[src/rtl/sec_irq_pkg.sv]
`timescale 1ns/1ps
package sec_irq_pkg;

   // Word indices (address bits above the byte offset)
   localparam int unsigned IX_STATUS    = 0;
   localparam int unsigned IX_RAW       = 1;
   localparam int unsigned IX_EN_SET    = 2;
   localparam int unsigned IX_EN_CLR    = 3;
   localparam int unsigned IX_SOFT_SET  = 4;
   localparam int unsigned IX_SOFT_CLR  = 5;
   localparam int unsigned IX_ROUTE_SET = 8;
   localparam int unsigned IX_ROUTE_CLR = 9;

   // Role of one parent output line
   typedef enum logic [1:0] {
      LINE_TIED     = 2'd0,
      LINE_ROUTED   = 2'd1,
      LINE_COMBINED = 2'd2
   } line_kind_e;

   function automatic logic [63:0] span_mask(input int unsigned lo, input int unsigned hi);
      logic [63:0] m;
      m = '0;
      for (int unsigned b = 0; b < 64; b++) begin
         if (b >= lo && b <= hi) m[b] = 1'b1;
      end
      return m;
   endfunction

   function automatic line_kind_e classify(input int unsigned bitpos, input int unsigned lo,
                                           input int unsigned hi, input int unsigned comb);
      if (bitpos == comb) return LINE_COMBINED;
      if (bitpos >= lo && bitpos <= hi) return LINE_ROUTED;
      return LINE_TIED;
   endfunction

endpackage

[src/rtl/sec_irq_level.sv]
`timescale 1ns/1ps
module sec_irq_level #(
   parameter int unsigned N_SRC = 32
) (
   input  logic             clk,
   input  logic             rst_n,
   input  logic [N_SRC-1:0] src,
   output logic [N_SRC-1:0] raw_q
);

   always_ff @(posedge clk or negedge rst_n) begin
      if (!rst_n) raw_q <= '0;
      else        raw_q <= src;
   end

endmodule

[src/rtl/sec_irq_regs.sv]
`timescale 1ns/1ps
module sec_irq_regs
   import sec_irq_pkg::*;
#(
   parameter int unsigned N_SRC    = 32,
   parameter int unsigned ADDR_W   = 12,
   parameter int unsigned ROUTE_LO = 21,
   parameter int unsigned ROUTE_HI = 30
) (
   input  logic              clk,
   input  logic              rst_n,
   input  logic              bus_valid,
   input  logic              bus_write,
   input  logic [ADDR_W-1:0] bus_addr,
   input  logic [N_SRC-1:0]  bus_wdata,
   input  logic [N_SRC-1:0]  raw_q,
   output logic [N_SRC-1:0]  en_q,
   output logic [N_SRC-1:0]  route_q,
   output logic [N_SRC-1:0]  bus_rdata
);

   localparam int unsigned      IW  = ADDR_W - 2;
   localparam logic [N_SRC-1:0] WIN = N_SRC'(span_mask(ROUTE_LO, ROUTE_HI));

   logic [IW-1:0] idx;
   logic          wr_stb;
   logic          rd_stb;
   logic [1:0]    unused_byte;

   assign idx         = bus_addr[ADDR_W-1:2];
   assign unused_byte = bus_addr[1:0];
   assign wr_stb      = bus_valid & bus_write;
   assign rd_stb      = bus_valid & ~bus_write;

   always_ff @(posedge clk or negedge rst_n) begin
      if (!rst_n) begin
         en_q    <= '0;
         route_q <= '0;
      end else if (wr_stb) begin
         case (idx)
            IW'(IX_EN_SET):    en_q    <= en_q | bus_wdata;
            IW'(IX_EN_CLR):    en_q    <= en_q & ~bus_wdata;
            IW'(IX_SOFT_SET):  if (|bus_wdata) en_q[0] <= 1'b1;
            IW'(IX_SOFT_CLR):  if (|bus_wdata) en_q[0] <= 1'b0;
            IW'(IX_ROUTE_SET): route_q <= route_q | (bus_wdata & WIN);
            IW'(IX_ROUTE_CLR): route_q <= route_q & ~bus_wdata;
            default: ;
         endcase
      end
   end

   always_comb begin
      bus_rdata = '0;
      if (rd_stb) begin
         case (idx)
            IW'(IX_STATUS):    bus_rdata = raw_q & en_q;
            IW'(IX_RAW):       bus_rdata = raw_q;
            IW'(IX_EN_SET):    bus_rdata = en_q;
            IW'(IX_SOFT_SET):  bus_rdata = {{(N_SRC-1){1'b0}}, raw_q[0]};
            IW'(IX_ROUTE_SET): bus_rdata = route_q;
            default:           bus_rdata = '0;
         endcase
      end
   end

endmodule

[src/rtl/sec_irq_route.sv]
`timescale 1ns/1ps
module sec_irq_route
   import sec_irq_pkg::*;
#(
   parameter int unsigned N_SRC     = 32,
   parameter int unsigned ROUTE_LO  = 21,
   parameter int unsigned ROUTE_HI  = 30,
   parameter int unsigned COMB_LINE = 31
) (
   input  logic             clk,
   input  logic             rst_n,
   input  logic [N_SRC-1:0] raw_q,
   input  logic [N_SRC-1:0] en_q,
   input  logic [N_SRC-1:0] route_q,
   output logic [N_SRC-1:0] parent_irq
);

   localparam logic [N_SRC-1:0] WIN = N_SRC'(span_mask(ROUTE_LO, ROUTE_HI));

   logic unused_route;
   assign unused_route = ^(route_q & ~WIN);

   for (genvar g = 0; g < N_SRC; g++) begin : g_line
      localparam line_kind_e KIND = classify(g, ROUTE_LO, ROUTE_HI, COMB_LINE);
      if (KIND == LINE_COMBINED) begin : g_comb
         logic comb_q;
         always_ff @(posedge clk or negedge rst_n) begin
            if (!rst_n) comb_q <= 1'b0;
            else        comb_q <= |(raw_q & en_q);
         end
         assign parent_irq[g] = comb_q;
      end else if (KIND == LINE_ROUTED) begin : g_route
         logic hold_q;
         logic line;
         assign line = route_q[g] ? raw_q[g] : hold_q;
         always_ff @(posedge clk or negedge rst_n) begin
            if (!rst_n) hold_q <= 1'b0;
            else        hold_q <= line;
         end
         assign parent_irq[g] = line;
      end else begin : g_tied
         assign parent_irq[g] = 1'b0;
      end
   end

endmodule

[src/rtl/sec_irq_ctrl.sv]
`timescale 1ns/1ps
module sec_irq_ctrl #(
   parameter int unsigned N_SRC     = 32,
   parameter int unsigned ADDR_W    = 12,
   parameter int unsigned ROUTE_LO  = 21,
   parameter int unsigned ROUTE_HI  = 30,
   parameter int unsigned COMB_LINE = 31
) (
   input  logic              clk,
   input  logic              rst_n,
   input  logic [N_SRC-1:0]  irq_in,
   input  logic              bus_valid,
   input  logic              bus_write,
   input  logic [ADDR_W-1:0] bus_addr,
   input  logic [N_SRC-1:0]  bus_wdata,
   output logic [N_SRC-1:0]  bus_rdata,
   output logic [N_SRC-1:0]  parent_irq
);

   if (N_SRC < 2 || N_SRC > 64) begin : g_bad_width
      $error("sec_irq_ctrl: N_SRC must be 2..64");
   end
   if (ADDR_W < 6) begin : g_bad_addr
      $error("sec_irq_ctrl: ADDR_W too small for word index 9");
   end
   if (ROUTE_LO > ROUTE_HI || ROUTE_HI >= N_SRC) begin : g_bad_window
      $error("sec_irq_ctrl: bypass window out of range");
   end
   if (COMB_LINE >= N_SRC || (COMB_LINE >= ROUTE_LO && COMB_LINE <= ROUTE_HI)) begin : g_bad_comb
      $error("sec_irq_ctrl: combined line overlaps window or exceeds width");
   end

   logic [N_SRC-1:0] raw_q;
   logic [N_SRC-1:0] en_q;
   logic [N_SRC-1:0] route_q;

   sec_irq_level #(.N_SRC(N_SRC)) u_level (
      .clk   (clk),
      .rst_n (rst_n),
      .src   (irq_in),
      .raw_q (raw_q)
   );

   sec_irq_regs #(
      .N_SRC(N_SRC), .ADDR_W(ADDR_W), .ROUTE_LO(ROUTE_LO), .ROUTE_HI(ROUTE_HI)
   ) u_regs (
      .clk       (clk),
      .rst_n     (rst_n),
      .bus_valid (bus_valid),
      .bus_write (bus_write),
      .bus_addr  (bus_addr),
      .bus_wdata (bus_wdata),
      .raw_q     (raw_q),
      .en_q      (en_q),
      .route_q   (route_q),
      .bus_rdata (bus_rdata)
   );

   sec_irq_route #(
      .N_SRC(N_SRC), .ROUTE_LO(ROUTE_LO), .ROUTE_HI(ROUTE_HI), .COMB_LINE(COMB_LINE)
   ) u_route (
      .clk        (clk),
      .rst_n      (rst_n),
      .raw_q      (raw_q),
      .en_q       (en_q),
      .route_q    (route_q),
      .parent_irq (parent_irq)
   );

endmodule

[config.mk]
export PLATFORM = sky130hd
export DESIGN_NAME = sec_irq_ctrl
export DESIGN_NICKNAME = d
export VERILOG_FILES = /design/src/rtl/sec_irq_pkg.sv /design/src/rtl/sec_irq_level.sv /design/src/rtl/sec_irq_regs.sv /design/src/rtl/sec_irq_route.sv /design/src/rtl/sec_irq_ctrl.sv
export SDC_FILE = /design/constraint.sdc
export NUM_CORES = 1
export LEC_CHECK = 0
export BUFFER_PORTS_ARGS = -buffer_cell sky130_fd_sc_hd__buf_4
export CAP_MARGIN = 5
export CORE_ASPECT_RATIO = 1.4
export CORE_UTILIZATION = 45
export DETAILED_ROUTE_END_ITERATION = 7
export PLACE_DENSITY = 0.81
export SLEW_MARGIN = 20
export SYNTH_ARGS = -nofsm -noshare
export SYNTH_HDL_FRONTEND = slang
export SYNTH_SLANG_ARGS = --single-unit
[constraint.sdc]
create_clock -name clk -period 2.55 [get_ports clk]
set_input_delay 0.51 -clock clk [delete_from_list [all_inputs] [get_ports clk]]
set_output_delay 0.51 -clock clk [all_outputs]
set_load 0.02 [all_outputs]
---- After elaboration in Yosys (flattened, before gate mapping) ----
Index checks and enable logic that the tools add are counted.
operators by class
  $add $sub $neg .......................... 0
  $mul .................................... 0
  div/mod/pow operators ................... 0
  magnitude comparators ................... 0
  eq/ne operators ......................... 9
  shifts and indexed selects .............. 0
  muxes and demuxes ....................... 17
  bitwise logic cells ..................... 9
  reductions and logical operators ........ 9
operators with widths
  cell                                                               count
  32-bit case mux with 5 select lines                                1
  32-bit bitwise AND                                                 3
  32-bit case mux with 2 select lines                                1
  32-bit OR reduction                                                2
  31-bit case mux with 2 select lines                                1
  32-bit 2-to-1 mux                                                  1
  32-bit inverter                                                    1
  32-bit by 31-bit bitwise OR with 32-bit output                     1
  32-bit bitwise OR                                                  1
  10-bit by 2-bit == test with 1-bit output (second input constant)  2
  10-bit by 3-bit == test with 1-bit output (second input constant)  2
  10-bit by 4-bit == test with 1-bit output (second input constant)  2
  1-bit 2-to-1 mux                                                   12
  10-bit by 1-bit == test with 1-bit output (second input constant)  1
  10-bit zero test                                                   1
  2-bit by 1-bit != test with 1-bit output (second input constant)   2
  1-bit case mux with 4 select lines                                 1
  2-bit AND reduction                                                2
  4-bit AND reduction                                                1
  2-bit nonzero test                                                 2
  4-bit nonzero test                                                 1
  1-bit bitwise AND                                                  2
  1-bit inverter                                                     1
storage, ports and cells
  register bits after elaboration ......... 107
  latch bits .............................. 0
  RAM bits ................................ 0
  ROM bits ................................ 0
  input bits .............................. 80
  output and inout bits ................... 64
  logic and storage cells ................. 59
  memories ................................ 0

---- Logic depth before layout (Yosys ltp) ----
  word-level depth ........................ 3
  gate-level depth with buffers ........... 7
  depth with buffers taken out ............ 4

---- Hierarchy ----
Synthesis repeated with hierarchy kept, for this count alone.
unflattened totals
  cells, all modules ...................... 483
  area, all modules ....................... 5,119.9 µm²
by module, submodules not included
  module         instances  cells each  area an instance (µm²)  seq. area each (µm²)
  sec_irq_regs   1          376         3,524.6                 1,601.5
  sec_irq_level  1          32          800.8                   800.8
  sec_irq_route  1          75          794.5                   275.3

---- Worst setup path after synthesis ----
OpenSTA, ideal clock, no wires.
  kind .................................... input port to output port
  from .................................... input bus_addr[11]
  to ...................................... output bus_rdata[11]
  arrival ................................. 2.155 ns
  required time ........................... 2.040 ns
  path slack .............................. -0.115 ns
  stages on the path ...................... 6
  path buffers ............................ 2
  cell sequence ........................... or4_4 -> or4b_1 -> buf_2 -> buf_6 -> o22ai_1 -> and2_1
on the way
  word-level cells in the longest chain between the ends .. 3
  elaborated cells on any way between the ends .. 7
  those cells by class .................... eq/ne (4); mux (2); reduce/logical (1)
ends and longest elaborated chain
  item                                                               line                source
  start: declaration                                                 sec_irq_ctrl.sv:14  input logic [ADDR_W-1:0] bus_addr,
  10-bit by 4-bit == test with 1-bit output (tied with other cells)  sec_irq_regs.sv:55  case (idx)
  32-bit case mux with 5 select lines *                              sec_irq_regs.sv:55
  32-bit 2-to-1 mux *                                                sec_irq_regs.sv:54  if (rd_stb) begin
  end: declaration                                                   sec_irq_ctrl.sv:16  output logic [N_SRC-1:0] bus_rdata,
Mark *: on every way between the ends. The rest lies on a longest branch, timed or not.

---- Worst setup path after layout ----
  from .................................... input bus_addr[11]
  to ...................................... output bus_rdata[23]
The elaborated chain is that of the path after synthesis.

==> summary.txt <==
Outcome
  • Outcome: complete, but fails checks
  • Failing checks: negative setup slack

Final layout
  • Commonest non-fill, non-tap cells in the layout: buf_4, dfrtp_1, a22oi_1, o21ai_0
  • Commonest non-fill, non-tap cell in the layout: buf_4
  • Finished Core Util: 59.1%
  • Area grow syn2layout: 28.8%
  • Final nets: 673
  • Final instance area: 0.00696 mm^2
  • Area of the multi-input gates: 0.00252 mm^2
  • # fillers: 956
  • Fraction of layout cells with a size suffix above 1: 46.7%
  • Register area: 0.00268 mm^2
  • Diode count: 0

Die
  • Die Area: 0.0125 mm^2
  • Top Ports: 144
  • Initial Util: 45.9%
  • Die span in y: 132 um
  • FP Rows: 47
  • Core ar.: 0.0118 mm^2
  • Die width: 94.6 um

Setup path
  • Crit path kind: in -> out
  • Crit path cell chain: buf_6 -> or4_4 -> or4b_4 -> buf_8 -> o22ai_1 -> and2_2 -> buf_4
  • Worst R2R Setup Slack: 1.03 ns
  • WP buf/inv: 3
  • Top delay family on crit path: simple AND/OR/NAND/NOR gates
  • Crit path launch type: input port
  • RR Endpoint: u_route.g_line[31].g_comb.comb_q
  • Crit path largest cell delay: 0.54 ns
  • CP Capture Type: primary output
  • CP max FO: 13
  • Req. time, crit path: 2.04 ns
  • CP max stage cell: or4b_4
  • R2R depth: 3
  • WP data arrival: 2.29 ns

Timing
  • Fin. Hold Viols: 0
  • RSZ-0062 raised after global routing: true
  • Min Tclk post-route: 2.80 ns
  • Final worst slack: -0.247 ns
  • Final worst-path cycle share: 110%
  • F_max: 0.358 GHz
  • Final setup violation count: 32
  • Worst Max-Slew Pin Slew: 0.593 ns
  • Slew headroom: 60.1%
  • Fin. max-slew vios: 0
  • Setup Skew: 0.00863 ns
  • Setup TNS: -6.87 ns

Yosys
  • Mux contribution to synthesized area: 11.0%
  • Ys async rst share: 100%
  • Sequential area share after synthesis: 49.6%
  • Post-synthesis register bit count: 107
  • Primary FF master, synth: dfrtp_1
  • Synth Area in Simple Gates: 12.5%
  • Synth top area share: 49.6%
  • Syn avg cell area: 11.4 um^2
  • Main combinational cell family by area after synthesis: compound AO/OA/AOI/OAI gates
  • Synth unique cells: 43
  • Synth Area in Compound Gates: 18.7%
  • Number of flops mapped to enable cells by yosys: 0
  • Synth warnings: 0
  • Synthesized-area fraction occupied by adder cells: 0.185%
  • Largest cells by area after synthesis: dfrtp_1, mux2_4, a22oi_1
  • Post-Syn Instances: 476
  • Post-Synth XOR/XNOR Area: 0%
  • Post-Syn Area: 0.00540 mm^2
  • Cell accounting for the most synthesized area: dfrtp_1

Route
  • ANT nets after route: 0
  • 1st-iter DRT viols: 345
  • WL final: 15.1 mm
  • Average wire per standard cell: 20.3 um
  • Via density: 5.92
  • Drt first pass iters: 4
  • Routed vias: 4,407
  • DRC Markers: 0

Global routing
  • Initial antenna violation count: 0
  • Grt total ovfl: 0
  • Largest net degree at the start of global routing: 42
  • Gr usage total: 24.9%
  • First-pass GRT wire length: 23.7 mm
  • Vias in the first global route: 4,527

Pwr
  • Pleak: 0.00319 uW
  • Max VDD drop: 0.287 mV
  • PD cells: 519 mW/mm^2
  • Final total power: 3610 uW

Run
  • Maxcap violations: 0

Place
  • Placed cell areas: 0.00651 mm^2
  • Pre-CTS WS: -0.412 ns
  • Port bufs: 120
  • Detailed placement HPWL: 10.6 mm
  • GPL Wtd Cong: 0.855

CTS
  • Hold_buf cts: 0
  • Clock transition at the registers of the reported paths: 0.07 ns
  • CTS Buffer Depth: 2
  • Clock root cell: clkbuf_16
  • Clock Sinks: 107
  • Number of buffers created by CTS: 9
  • Number of H-tree levels: 3
  • Setup bufs post-CTS: 0
  • Worst-Skew Late Latency: 0.35 ns
  • CTS tree: done

Worst hold path
  • Worst Hold Class: in -> async
where the power goes:
part           leakage, uW  switching, uW  total, uW  internal, uW
Sequential         0.00142           33.6       1780          1750
Clock             0.000145            666       1450           779
Combinational      0.00163            214        382           168
Total              0.00319            913       3610          2690
area by class of cell:
class / instances / area share (%)
well taps: 147 / 2.64
flip-flops and latches: 107 / 38.5
inverters: 2 / 0.108
repair buffers: 150 / 18.2
clock inverters: 7 / 1.19
multi-input cells: 323 / 36.2
clock buffers: 9 / 3.24
cells in the mapped netlist, drive strengths merged, types with 2 or more instances:
library cell and n:
nand3b 2, o21ai 32, inv 2, nor2 3, or2 2, mux2 41, o22ai 31, nor4b 3
clkbuf 20, dfrtp 107, or4 2, a22oi 47, buf 44, and2 31, mux2i 3, a21boi 23
a21oi 21, nand4 6, nor4 10, nand2 34, or4b 2
metrics by stage:
stage,hold slack [ns],instances
finish,0.143,745
global route,0.188,745
CTS,0.160,744
detailed placement,0.485,728
global placement,0.480,728
floorplan,0.214,496
worst max-delay path by stage:
stage                  from            end  slack, ns  cells past startpoint
3_5_place_dp   bus_addr[11]   bus_rdata[4]      -0.41                      7
6_report       bus_addr[11]  bus_rdata[23]      -0.25                      7
2_1_floorplan  bus_addr[11]  bus_rdata[11]      -0.08                      6
5_1_grt        bus_addr[11]  bus_rdata[28]      -0.28                      7
3_3_place_gp   bus_addr[11]   bus_rdata[4]      -0.41                      7
4_1_cts        bus_addr[11]  bus_rdata[23]      -0.23                      7
repair_timing:
item / 4_1_cts / 5_1_grt
endpoints found under the setup margin: 32 / 32
gates resized for setup: 18 / 6
pin swaps: 1 / 1
gates cloned: 0 / 1
per-layer routing:
| metal | vias up | GRT usage, % | part of all wire, % |
|---|---|---|---|
| met4 | 0 | 12.8 | 4.1 |
| met5 | - | 0 | 0 |
| met1 | 2212 | 30.0 | 37 |
| li1 | 1936 | - | - |
| met2 | 211 | 42.0 | 53 |
| met3 | 48 | 4.05 | 6.1 |
cell families after synthesis:
| group | Yosys count |
|---|---|
| AOI/OAI and AO/OA | 157 |
| other | 1 |
| adders and majority gates | 1 |
| and+or+nand+nor | 100 |
| DFF | 107 |
| buffers and inverters | 66 |
| muxes | 44 |
Note: power is estimated with default switching activity, not from simulation.
